<file path="src/rtl/sfs_pkg.sv">
// Shared types for the serial flash sequencer: phase codes, per-operation
// descriptor, and the table that maps a trigger index to its descriptor.
// Assumes 13 operations, indexed as listed in the brief.
package sfs_pkg;

    localparam int NCMD = 13;

    typedef enum logic [2:0] {
        ST_IDLE = 3'd0,
        ST_PREP = 3'd1,
        ST_CMD  = 3'd2,
        ST_ADDR = 3'd3,
        ST_RDAT = 3'd4,
        ST_WDAT = 3'd5,
        ST_WAIT = 3'd6,
        ST_DONE = 3'd7
    } seq_state_e;

    typedef enum logic [1:0] {
        DIR_NONE = 2'd0,
        DIR_RX   = 2'd1,
        DIR_TX   = 2'd2
    } data_dir_e;

    typedef struct packed {
        logic [7:0] opcode;
        logic       has_addr;
        logic       addr_zero;
        data_dir_e  dir;
        logic       use_len;
        logic [7:0] fix_len;   // bytes minus one when use_len is low
    } cmd_info_t;

    // Descriptor for one trigger index.
    function automatic cmd_info_t cmd_lookup(input logic [3:0] idx);
        cmd_info_t c;
        c.opcode    = 8'h00;
        c.has_addr  = 1'b0;
        c.addr_zero = 1'b0;
        c.dir       = DIR_NONE;
        c.use_len   = 1'b0;
        c.fix_len   = 8'd0;
        case (idx)
            4'd0:  begin c.opcode = 8'h03; c.has_addr = 1'b1; c.dir = DIR_RX; c.use_len = 1'b1; end
            4'd1:  c.opcode = 8'h06;
            4'd2:  c.opcode = 8'h04;
            4'd3:  begin c.opcode = 8'h9F; c.dir = DIR_RX; c.fix_len = 8'd2; end
            4'd4:  begin c.opcode = 8'h05; c.dir = DIR_RX; end
            4'd5:  begin c.opcode = 8'h01; c.dir = DIR_TX; end
            4'd6:  begin c.opcode = 8'h02; c.has_addr = 1'b1; c.dir = DIR_TX; c.use_len = 1'b1; end
            4'd7:  begin c.opcode = 8'h20; c.has_addr = 1'b1; end
            4'd8:  begin c.opcode = 8'h52; c.has_addr = 1'b1; end
            4'd9:  c.opcode = 8'hC7;
            4'd10: c.opcode = 8'hB9;
            4'd11: begin c.opcode = 8'hAB; c.has_addr = 1'b1; c.addr_zero = 1'b1; c.dir = DIR_RX; end
            4'd12: begin c.opcode = 8'hA3; c.has_addr = 1'b1; c.addr_zero = 1'b1; end
            default: c.opcode = 8'h00;
        endcase
        return c;
    endfunction

endpackage

</file>
<file path="src/rtl/sfs_arbiter.sv">
// Fixed-priority picker: grants the lowest set request bit.
// Purely combinational; assumes the caller registers the chosen index.
module sfs_arbiter #(
    parameter int N  = 13,
    parameter int IW = $clog2(N)
) (
    input  logic [N-1:0]  req,
    output logic          any,
    output logic [IW-1:0] idx,
    output logic [N-1:0]  grant
);

    logic [N:0] seen;

    assign seen[0] = 1'b0;

    // Priority chain: a bit wins only if no lower bit is set.
    for (genvar i = 0; i < N; i++) begin : g_chain
        assign grant[i]  = req[i] & ~seen[i];
        assign seen[i+1] = seen[i] | req[i];
    end

    assign any = seen[N];

    // Encode the one-hot grant into an index.
    always_comb begin
        idx = '0;
        for (int i = 0; i < N; i++) begin
            if (grant[i]) idx = IW'(i);
        end
    end

endmodule

</file>
<file path="src/rtl/sfs_shifter.sv">
// Serial data path: a W-bit transmit register shifted MSB first and a
// 7-bit receive history; the current miso bit completes a received byte.
// Assumes W >= 8 and that load has priority over shift.
module sfs_shifter #(
    parameter int W = 24
) (
    input  logic         clk,
    input  logic         rst_n,
    input  logic         load,
    input  logic [W-1:0] load_val,
    input  logic         shift,
    input  logic         sample,
    input  logic         miso,
    output logic         tx_bit,
    output logic [7:0]   rx_byte
);

    logic [W-1:0] tx_q;
    logic [6:0]   rx_q;

    // Transmit register: load a new word or shift one bit toward the MSB.
    always_ff @(posedge clk) begin
        if (!rst_n)     tx_q <= '0;
        else if (load)  tx_q <= load_val;
        else if (shift) tx_q <= {tx_q[W-2:0], 1'b0};
    end

    // Receive history: keep the last seven sampled bits.
    always_ff @(posedge clk) begin
        if (!rst_n)      rx_q <= '0;
        else if (sample) rx_q <= {rx_q[5:0], miso};
    end

    assign tx_bit  = tx_q[W-1];
    assign rx_byte = {rx_q, miso};

endmodule

</file>
<file path="src/rtl/serial_flash_seq.sv">
// Serial flash command sequencer. Holds self-clearing trigger bits, runs
// the lowest pending one as opcode / address / data phases on a single
// lane, then waits hold_dly cycles before idle. Assumes one serial bit per
// clk cycle, with the host buffers answering combinationally.
module serial_flash_seq
    import sfs_pkg::*;
#(
    parameter int ADDR_W = 24,
    parameter int LEN_W  = 8,
    parameter int HOLD_W = 12
) (
    input  logic                    clk,
    input  logic                    rst_n,
    input  logic                    cmd_wr,
    input  logic [NCMD-1:0]         cmd_wdata,
    output logic [NCMD-1:0]         cmd_bits,
    input  logic [ADDR_W+LEN_W-1:0] addr_word,
    input  logic [HOLD_W-1:0]       hold_dly,
    output logic                    busy,
    output logic [2:0]              state,
    output logic [LEN_W-1:0]        wbuf_idx,
    input  logic [7:0]              wbuf_data,
    output logic                    rbuf_we,
    output logic [LEN_W-1:0]        rbuf_idx,
    output logic [7:0]              rbuf_data,
    output logic                    cs_n,
    output logic                    sck_en,
    output logic                    mosi,
    input  logic                    miso
);

    localparam int IW  = $clog2(NCMD);
    localparam int CW  = (HOLD_W > LEN_W + 3) ? HOLD_W : LEN_W + 3;
    localparam int PAD = ADDR_W - 8;

    seq_state_e        state_q;
    logic [NCMD-1:0]   pend_q;
    logic [IW-1:0]     sel_q;
    cmd_info_t         info_q;
    logic [ADDR_W-1:0] addr_q;
    logic [LEN_W-1:0]  nb_q;
    logic [CW-1:0]     cnt_q;
    logic [LEN_W-1:0]  widx_q;
    logic [LEN_W-1:0]  ridx_q;
    logic              cs_q;

    logic              arb_any;
    logic [IW-1:0]     arb_idx;
    logic [NCMD-1:0]   arb_grant;
    cmd_info_t         info_new;

    seq_state_e        data_st;
    logic [CW-1:0]     data_cnt;
    logic              phase_end;
    logic              ld_op, ld_addr, ld_byte, sh_load, tx_active, rd_active;
    logic [ADDR_W-1:0] sh_val;
    logic              tx_bit;
    logic [7:0]        rx_byte;

    sfs_arbiter #(.N(NCMD), .IW(IW)) u_arb (
        .req   (pend_q),
        .any   (arb_any),
        .idx   (arb_idx),
        .grant (arb_grant)
    );

    assign info_new  = cmd_lookup(4'(arb_idx));
    assign phase_end = (cnt_q == '0);
    assign tx_active = (state_q == ST_CMD) || (state_q == ST_ADDR) || (state_q == ST_WDAT);
    assign rd_active = (state_q == ST_RDAT);

    // Pick the phase that follows the address or opcode phase.
    always_comb begin
        case (info_q.dir)
            DIR_RX:  data_st = ST_RDAT;
            DIR_TX:  data_st = ST_WDAT;
            default: data_st = ST_DONE;
        endcase
    end

    assign data_cnt = CW'({nb_q, 3'b111});

    // Decide when the transmit register takes a new opcode, address or byte.
    always_comb begin
        ld_op   = (state_q == ST_IDLE) && arb_any;
        ld_addr = (state_q == ST_CMD) && phase_end && info_q.has_addr;
        ld_byte = ((info_q.dir == DIR_TX) && phase_end &&
                   (((state_q == ST_CMD) && !info_q.has_addr) || (state_q == ST_ADDR))) ||
                  ((state_q == ST_WDAT) && (cnt_q[2:0] == 3'd0) && !phase_end);
        sh_load = ld_op || ld_addr || ld_byte;
        if (ld_op)        sh_val = {info_new.opcode, {PAD{1'b0}}};
        else if (ld_addr) sh_val = addr_q;
        else              sh_val = {wbuf_data, {PAD{1'b0}}};
    end

    sfs_shifter #(.W(ADDR_W)) u_shift (
        .clk      (clk),
        .rst_n    (rst_n),
        .load     (sh_load),
        .load_val (sh_val),
        .shift    (tx_active),
        .sample   (rd_active),
        .miso     (miso),
        .tx_bit   (tx_bit),
        .rx_byte  (rx_byte)
    );

    assign rbuf_we = rd_active && (cnt_q[2:0] == 3'd0);

    // Sequencer: trigger capture, phase stepping, completion and hold wait.
    always_ff @(posedge clk) begin
        if (!rst_n) begin
            state_q <= ST_IDLE;
            pend_q  <= '0;
            sel_q   <= '0;
            info_q  <= '0;
            addr_q  <= '0;
            nb_q    <= '0;
            cnt_q   <= '0;
            widx_q  <= '0;
            ridx_q  <= '0;
            cs_q    <= 1'b1;
        end else begin
            if (cmd_wr && !busy) pend_q <= pend_q | cmd_wdata;
            if (ld_byte) widx_q <= widx_q + 1'b1;
            if (rbuf_we) ridx_q <= ridx_q + 1'b1;
            case (state_q)
                ST_IDLE: if (arb_any) begin
                    state_q <= ST_PREP;
                    sel_q   <= arb_idx;
                    info_q  <= info_new;
                    addr_q  <= info_new.addr_zero ? '0 : addr_word[ADDR_W-1:0];
                    nb_q    <= info_new.use_len ? addr_word[ADDR_W +: LEN_W]
                                                : LEN_W'(info_new.fix_len);
                    widx_q  <= '0;
                    ridx_q  <= '0;
                end
                ST_PREP: begin
                    state_q <= ST_CMD;
                    cnt_q   <= CW'(7);
                    cs_q    <= 1'b0;
                end
                ST_CMD: if (!phase_end) cnt_q <= cnt_q - 1'b1;
                    else if (info_q.has_addr) begin
                        state_q <= ST_ADDR;
                        cnt_q   <= CW'(ADDR_W - 1);
                    end else begin
                        state_q <= data_st;
                        cnt_q   <= data_cnt;
                        if (data_st == ST_DONE) cs_q <= 1'b1;
                    end
                ST_ADDR: if (!phase_end) cnt_q <= cnt_q - 1'b1;
                    else begin
                        state_q <= data_st;
                        cnt_q   <= data_cnt;
                        if (data_st == ST_DONE) cs_q <= 1'b1;
                    end
                ST_RDAT, ST_WDAT: if (!phase_end) cnt_q <= cnt_q - 1'b1;
                    else begin
                        state_q <= ST_DONE;
                        cs_q    <= 1'b1;
                    end
                ST_DONE: begin
                    pend_q[sel_q] <= 1'b0;
                    if (hold_dly == '0) state_q <= ST_IDLE;
                    else begin
                        state_q <= ST_WAIT;
                        cnt_q   <= CW'(hold_dly) - CW'(1);
                    end
                end
                ST_WAIT: if (phase_end) state_q <= ST_IDLE;
                    else cnt_q <= cnt_q - 1'b1;
                default: state_q <= ST_IDLE;
            endcase
        end
    end

    assign cmd_bits  = pend_q;
    assign busy      = (state_q != ST_IDLE) || (|pend_q);
    assign state     = state_q;
    assign wbuf_idx  = widx_q;
    assign rbuf_idx  = ridx_q;
    assign rbuf_data = rx_byte;
    assign cs_n      = cs_q;
    assign sck_en    = tx_active || rd_active;
    assign mosi      = tx_active ? tx_bit : 1'b0;

    AST_GRANT_SINGLE: assert property (@(posedge clk) disable iff (!rst_n)
        arb_any |-> ($countones(arb_grant) == 1));
    AST_LOWEST_FIRST: assert property (@(posedge clk) disable iff (!rst_n)
        (state_q == ST_PREP) |-> (pend_q[sel_q] &&
            ((pend_q & ((NCMD'(1) << sel_q) - NCMD'(1))) == '0)));
    AST_BUSY_IGNORE: assert property (@(posedge clk) disable iff (!rst_n)
        (busy && cmd_wr && state_q != ST_DONE) |=> (pend_q == $past(pend_q)));
    AST_SELF_CLEAR: assert property (@(posedge clk) disable iff (!rst_n)
        (state_q == ST_DONE) |=> !pend_q[$past(sel_q)]);
    AST_SCK_IN_CS: assert property (@(posedge clk) disable iff (!rst_n)
        sck_en |-> !cs_n);
    AST_CS_RISE_DONE: assert property (@(posedge clk) disable iff (!rst_n)
        $rose(cs_n) |-> (state_q == ST_DONE));
    AST_RBUF_IN_READ: assert property (@(posedge clk) disable iff (!rst_n)
        rbuf_we |-> (info_q.dir == DIR_RX));
    AST_WAIT_HOLDS: assert property (@(posedge clk) disable iff (!rst_n)
        (state_q == ST_WAIT && cnt_q != '0) |=> (state_q == ST_WAIT));

endmodule

</file>
<file path="config.mk">
export PLATFORM = sky130hd
export DESIGN_NAME = serial_flash_seq
export DESIGN_NICKNAME = d
export VERILOG_FILES = /design/src/rtl/sfs_pkg.sv /design/src/rtl/sfs_arbiter.sv /design/src/rtl/sfs_shifter.sv /design/src/rtl/serial_flash_seq.sv
export SDC_FILE = /design/constraint.sdc
export NUM_CORES = 1
export LEC_CHECK = 0
export CORE_MARGIN = 3
export CORE_UTILIZATION = 53
export CTS_CLUSTER_SIZE = 16
export DETAILED_ROUTE_END_ITERATION = 12
export GPL_ROUTABILITY_DRIVEN = 0
export MAX_ROUTING_LAYER = met4
export PLACE_DENSITY = 0.9
export SKIP_CTS_REPAIR_TIMING = 1
export SLEW_MARGIN = 20
export SYNTH_ARGS = -nofsm -noshare
export SYNTH_HDL_FRONTEND = slang
export SYNTH_SLANG_ARGS = --single-unit
</file>
<file path="constraint.sdc">
create_clock -name clk -period 3.4 [get_ports clk]
set_input_delay 0.51 -clock clk [delete_from_list [all_inputs] [get_ports clk]]
set_output_delay 0.51 -clock clk [all_outputs]
set_load 0.05 [all_outputs]
</file>
==> results of run 1 <==
## worst max-delay path by stage
stage | startpoint | endpoint | slack, ps | cells after the start
after floorplan | state[1]$_SDFFE_PN0P_ | mosi | 350 | 7
after global placement | cnt_q[0]$_SDFFE_PN0P_ | wbuf_idx[7]$_SDFF_PN0_ | 520 | 7
after detailed placement | cnt_q[0]$_SDFFE_PN0P_ | wbuf_idx[5]$_SDFF_PN0_ | 440 | 7
after CTS | cmd_bits[0]$_SDFF_PN0_ | busy | 160 | 5
after global routing | state[2]$_SDFFE_PN0P_ | rbuf_we | 100 | 5
final | state[1]$_SDFFE_PN0P_ | mosi | 320 | 5
## worst max-delay path, delay by kind of cell, from the launching register on
family	cells	cell delay [ps]
and+or+nand+nor	2	510
AOI/OAI and AO/OA	1	130
DFF	1	420
buffers and inverters	2	1070
## stage by stage
stage          setup WS (ps)  hold WS, ps  cells  area (µm²)
6_report               318.4        477.4   1019        8034
2_1_floorplan          352.5        435.0    772        6226
4_1_cts                163.1        475.8   1019        8031
3_5_place_dp           439.8        465.9    987        7448
3_3_place_gp           518.8        447.3    987        7448
5_1_grt                99.18        496.2   1019        8034
## cells by family after synthesis
logic type | Yosys count
mux | 14
simple gates | 324
xor+xnor | 15
fa+ha+maj | 7
compound gates | 222
flops | 115
buf+inv | 75
## power breakdown
part           switching (mW)  internal (mW)  leakage (nW)
registers               0.375           1.69         0.938
logic                    3.89           2.30          1.74
clock network           0.722           1.05         0.280
## registers in the layout, indices dropped and copies added (netlist names)
name          flops
u_shift.rx_q      7
state             3
sel_q             4
wbuf_idx          8
nb_q              8
cmd_bits         13
info_q            3
addr_q           24
cs_n              1
cnt_q            12
rbuf_idx          8
u_shift.tx_q     24
## layout make-up
class,count,area [µm²],share of cell area [%]
Clock buffer,18,439.2,5.466
Clock inverter,14,143.9,1.791
Inverter,17,63.81,0.7943
Multi-Input combinational cell,582,3628,45.16
Sequential cell,115,2302,28.66
Tap cell,140,175.2,2.180
Timing Repair Buffer,133,1281,15.95
## routing by layer
| metal | routed length, µm | vias to the layer above | share of wire, % | track usage [%] |
|---|---|---|---|---|
| li1 | - | 3054 | - | - |
| met5 | 0 | - | 0 | - |
| met3 | 1393 | 52 | 7.6 | 6.342 |
| met1 | 7714 | 3092 | 42 | 36.80 |
| met2 | 8709 | 310 | 48 | 45.98 |
| met4 | 467 | 0 | 2.6 | 10.85 |
## cell usage in the layout (no fill, tap or decap), types with 10 or more instances in the layout
cell               n
dfxtp_1          115
clkdlybuf4s50_1  111
nor2_1            97
nand2_1           72
a21oi_1           55
a22oi_1           26
o21ai_0           25
nor3_1            24
nand3_1           21
buf_4             21
a211oi_1          17
clkbuf_16         17
inv_1             16
nor3_2            15
o31a_1            14
nor4_1            12
nand2b_1          12
o31ai_1           12
nor2b_1           11
or4_1             11
mux2i_1           11
xnor2_1           11
or2_2             10
or3_1             10
==> summary.md, run 1 <==
| Metric | Value |
|---|---|
| CP max stage delay | roughly 840 ps |
| Antenna cells | 0 |
| Skew final | 7.152 ps |
| Initial DRC count | roughly 730 |
| Syn Area/Cell | 8.065 µm² |
| Ys Warns | 0 |
| Simple-gate share of the synthesized area | 26.79% |
| Min Tclk post-route | 3082 ps |
| Final wirelength | 18290 µm |
| Synth Area in Adders | roughly 1.4% |
| Max clock buf depth | 2 |
| Post-synth net total | 848 |
| Mux contribution to synthesized area | 2.291% |
| Clock Sinks | around 120 |
| Overflow after GRT | 0 |
| Top post-synthesis cells by area | dfxtp_1, nor2_1, a21oi_1 |
| Origin of the critical flop-to-flop path | cnt_q[0]$_SDFFE_PN0P_ |
| Io pins | 114 |
| Hold Crit Class | reg -> reg |
| Final Hold Viols | 0 |
| Initial antenna violation count | 0 |
| H-tree Lvls | 4 |
| Post-Syn Instances | 772 |
| Die width | 114.4 µm |
| Vias in the first global route | between 6000 and 7000 |
| Reg clk slew, reported paths | 60 ps |
| Min-delay src | u_shift.rx_q[2]$_SDFFE_PN0P_ |
| Post-synth EDFFs | 0 |
| RSZ-0062 raised after global routing | false |
| Nets | 942 |
| CP most frequent cell | nor2b_1 |
| Post-synth top cells | dfxtp_1, nor2_1, nand2_1, a21oi_1, clkbuf_1 |
| Drt first pass iters | 6 |
| CP max stage cell | clkdlybuf4s50_1 |
| Routed len/inst | 17.94 µm |
| CTS tree | yes |
| Max-cap violations | 0 |
| Row cnt | 38 |
| CP Class | reg -> out |
| Status | complete, no violations |
| Worst path cell trace | buf_4 > nor2b_1 > a21oi_2 > nor2b_1 > clkdlybuf4s50_1 |
| Layout cell share with drive strength beyond 1 | 10.47% |
| Critical Path AT | 2570 ps |
| Final period util | about 91% |
| Main combinational cell family by area after synthesis | simple AND/OR/NAND/NOR gates |
| Sequential fraction of the synthesis area | between 30 and 40% |
| Synth Area in Compound Gates | 25.28% |
| Worst Hold Depth | 2 |
| Crit. End Element | output port |
| Fin util | 71.90% |
| Hpwl dp | approximately 12000 µm |
| R2R depth | 7 |
| Most common cell in the netlist | dfxtp_1 |
| Total power | between 10 and 15 mW |
| Starting density of the core | 55.72% |
| Critical path launch point type | flop |
| Reg-to-reg slack, setup | 330 ps |
| # fillers | roughly 800 |
| Die Ht | 114.4 µm |
| Worst-Margin Slew | between 800 and 900 ps |
| # setup viols final | 0 |
| Maximum clock rate | 324.5 MHz |
| Total CTS buffers | 17 |
| Yosys top cell by area | dfxtp_1 |
| P&R area growth vs syn | 29.04% |
| Cell area power density | 1248 nW/µm² |
| Vias/cell | 6.387 |
| Post-synthesis xor/xnor area fraction | 2.110% |
| Most frequently used flop master after synthesis | dfxtp_1 |
| GRT Resource Usage Total | 29.19% |
| # DRC | 0 |
| Slew Viols, Final | 0 |
| Core area | approximately 11000 µm² |
| DIE AREA | 13080 µm² |
| Yosys reg bits | 115 |
| Total Neg Setup Slack | 0 ps |
| First-pass GRT wire length | 30230 µm |
| Leakage | 2.960 nW |
| Synth Cell Area | 6226 µm² |
| Hold EP | u_shift.rx_q[3]$_SDFFE_PN0P_ |
| Port buffer count | between 100 and 150 |
| Peak supply drop | 1403 µV |
| Crit path required time | around 2900 ps |
| Asr flop ratio synth | 0% |
| Later-pin clock latency in the skew report | between 400 and 500 ps |
| Vias | around 6500 |
| Post-synthesis cell type count | 65 |
| Root Buffer Master | clkbuf_16 |
| Reg2Reg Capture Point | wbuf_idx[5]$_SDFF_PN0_ |
| Normalized max-slew margin | between 40% and 50% |
| Remaining antenna violation count | 0 |
| Critical Path Fanout Max | 12 |
| Pin count of the biggest net entering global routing | 47 |
| Post-synth top area share | 36.98% |
Power figures use the tool's default switching activity.
==> run 2, diff against run 1 <==
Settings changed: ABC_CLOCK_PERIOD_IN_PS set to 3400.
==> results of run 2 <==
The final DEF is identical to that of run 1; final timing and power are the same.
==> run 3, diff against run 2 <==
Settings changed: RECOVER_POWER set to 25.
==> run 3 against run 2 <==
Against the previous run: first-iteration DRC count shrank 3.2%; sequential power is essentially flat; clock skew shrank 0.90 ps; register-to-register slack is essentially flat; cell count is the same; utilization is essentially flat; global-route usage is the same; count of clock-buffer cells in the layout is the same; power shrank 0.30%.
==> summary.md, run 3 (same netlist as run 1, synthesis figures left out) <==
| Metric | Value |
|---|---|
| GRT Resource Usage Total | 29.19% (unchanged) |
| Cell area power density | 1245 nW/µm² (was 1248 nW/µm²) |
| Final wirelength | 18290 µm (about the same) |
| Placed Instances | 987 (unchanged) |
| Commonest non-fill, non-tap cell in the layout | dfxtp_1 (unchanged) |
| # setup viols final | 0 (unchanged) |
| Fin util | 71.87% (was 71.90%) |
| Skew final | 6.249 ps (was 7.152 ps) |
| Worst-Margin Slew | 882.2 ps (was 846.7 ps) |
| First-pass GRT wire length | 30230 µm (unchanged) |
| Routed len/inst | 17.95 µm (was 17.94 µm) |
| Critical Path Fanout Max | 19 (was 12) |
| Max-cap violations | 0 (unchanged) |
| Crit. End Element | output port (unchanged) |
| # DRC | 0 (unchanged) |
| Layout cell share with drive strength beyond 1 | 10.35% (was 10.47%) |
| Reg clk slew, reported paths | 60 ps (about the same) |
| Remaining antenna violation count | 0 (unchanged) |
| Port buffer count | 113 (unchanged) |
| Worst setup margin | 291.7 ps (was 318.4 ps) |
| Non-filler cells, final | 1019 (unchanged) |
| Min Tclk post-route | 3108 ps (was 3082 ps) |
| Leakage | 3.053 nW (was 2.960 nW) |
| Root Buffer Master | clkbuf_16 (unchanged) |
| Vias in the first global route | 6207 (unchanged) |
| Vias | 6526 (was 6508) |
| Peak supply drop | 1375 µV (was 1403 µV) |
| Overflow after GRT | 0 (unchanged) |
| Initial antenna violation count | 0 (unchanged) |
| Pin count of the biggest net entering global routing | 47 (unchanged) |
| Normalized max-slew margin | 41.06% (was 43.43%) |
| Drt first pass iters | 6 (unchanged) |
| Vias/cell | 6.404 (was 6.387) |
| Nets | 942 (unchanged) |
| Core area | 11170 µm² (unchanged) |
| Critical Path AT | 2600 ps (was 2570 ps) |
| Hpwl dp | 12350 µm (unchanged) |
| Initial DRC count | 706 (was 729) |
| Critical path launch point type | flop (unchanged) |
| Total Neg Setup Slack | 0 ps (unchanged) |
| Total CTS buffers | 17 (unchanged) |
| Status | complete, no violations (unchanged) |
| Die Ht | 114.4 µm (unchanged) |
| Antenna cells | 0 (unchanged) |
| Slew Viols, Final | 0 (unchanged) |
| Final Hold Viols | 0 (unchanged) |
| Starting density of the core | 55.72% (unchanged) |
| P&R area growth vs syn | 28.98% (was 29.04%) |
| Dpl ws | 439.8 ps (unchanged) |
| H-tree Lvls | 4 (unchanged) |
| Io pins | 114 (unchanged) |
| Row cnt | 38 (unchanged) |
| Die width | 114.4 µm (unchanged) |
| Hold Crit Class | reg -> reg (unchanged) |
| CP Class | reg -> out (unchanged) |
| Most frequent cells in the layout | dfxtp_1, nor2_1, clkdlybuf4s50_1 (was dfxtp_1, clkdlybuf4s50_1, nor2_1) |
| Final period util | 91.42% (was 90.63%) |
| RSZ-0062 raised after global routing | false (unchanged) |
| Total power | 10.00 mW (was 10.03 mW) |
| Maximum clock rate | 321.7 MHz (was 324.5 MHz) |
| Max clock buf depth | 2 (unchanged) |
| DIE AREA | 13080 µm² (unchanged) |
| Clock Sinks | 115 (unchanged) |
| CTS tree | yes (unchanged) |
| Later-pin clock latency in the skew report | 420 ps (about the same) |
| Crit path required time | 2890 ps (about the same) |
-- run 3: changes by cell type in the layout (fill, tap and decap cells not counted), sizes merged --
cell and change:
dlygate4sd3 +29, buf -1, clkdlybuf4s50 -29, clkbuf +1
-- run 3: final timing paths --
| kind | slack, ps | end | start | cells past startpoint |
|---|---|---|---|---|
| setup / recovery | 290 | rbuf_we | state[2]$_SDFFE_PN0P_ | 5 |
| hold / removal | 470 | u_shift.rx_q[3]$_SDFFE_PN0P_ | u_shift.rx_q[2]$_SDFFE_PN0P_ | 2 |
| setup reg to reg | 340 | wbuf_idx[5]$_SDFF_PN0_ | cnt_q[0]$_SDFFE_PN0P_ | 7 |
| hold reg to reg | 470 | u_shift.rx_q[3]$_SDFFE_PN0P_ | u_shift.rx_q[2]$_SDFFE_PN0P_ | 2 |
-- run 3: area by class of cell --
class | count | area, µm²
repair buffers | 133 | 1277
well taps | 140 | 175.2
flip-flops and latches | 115 | 2302
clock buffers | 18 | 439.2
clock inverters | 14 | 143.9
fillers | 825 | 3143
multi-input cells | 582 | 3628
inverters | 17 | 63.81
-- run 3: per-stage QoR --
step	instance area, µm²	hold WS (ps)
after global routing	8030	495.8
final	8030	472.4
after floorplan	6226	435.0
after detailed placement	7448	465.9
after CTS	8031	475.8
after global placement	7448	447.3
-- run 3: worst max-delay path, stage by stage, from the launching register on --
cell and delay (ps):
dfxtp_1 510, buf_4 280, nor3b_1 750, nand2_1 230, inv_1 190, buf_4 220
-- run 3: power breakdown --
part,switching [mW],internal [mW],leakage [nW]
combinational,3.88,2.28,1.84
clock,0.724,1.05,0.280
sequential,0.374,1.69,0.938
-- run 3: layer usage --
metal | GRT usage, % | share of wire, % | vias to the layer above
met5 | - | 0 | -
li1 | - | - | 3056
met3 | 6.342 | 8.0 | 57
met4 | 10.85 | 2.6 | 0
met1 | 36.80 | 42 | 3057
met2 | 45.98 | 47 | 356
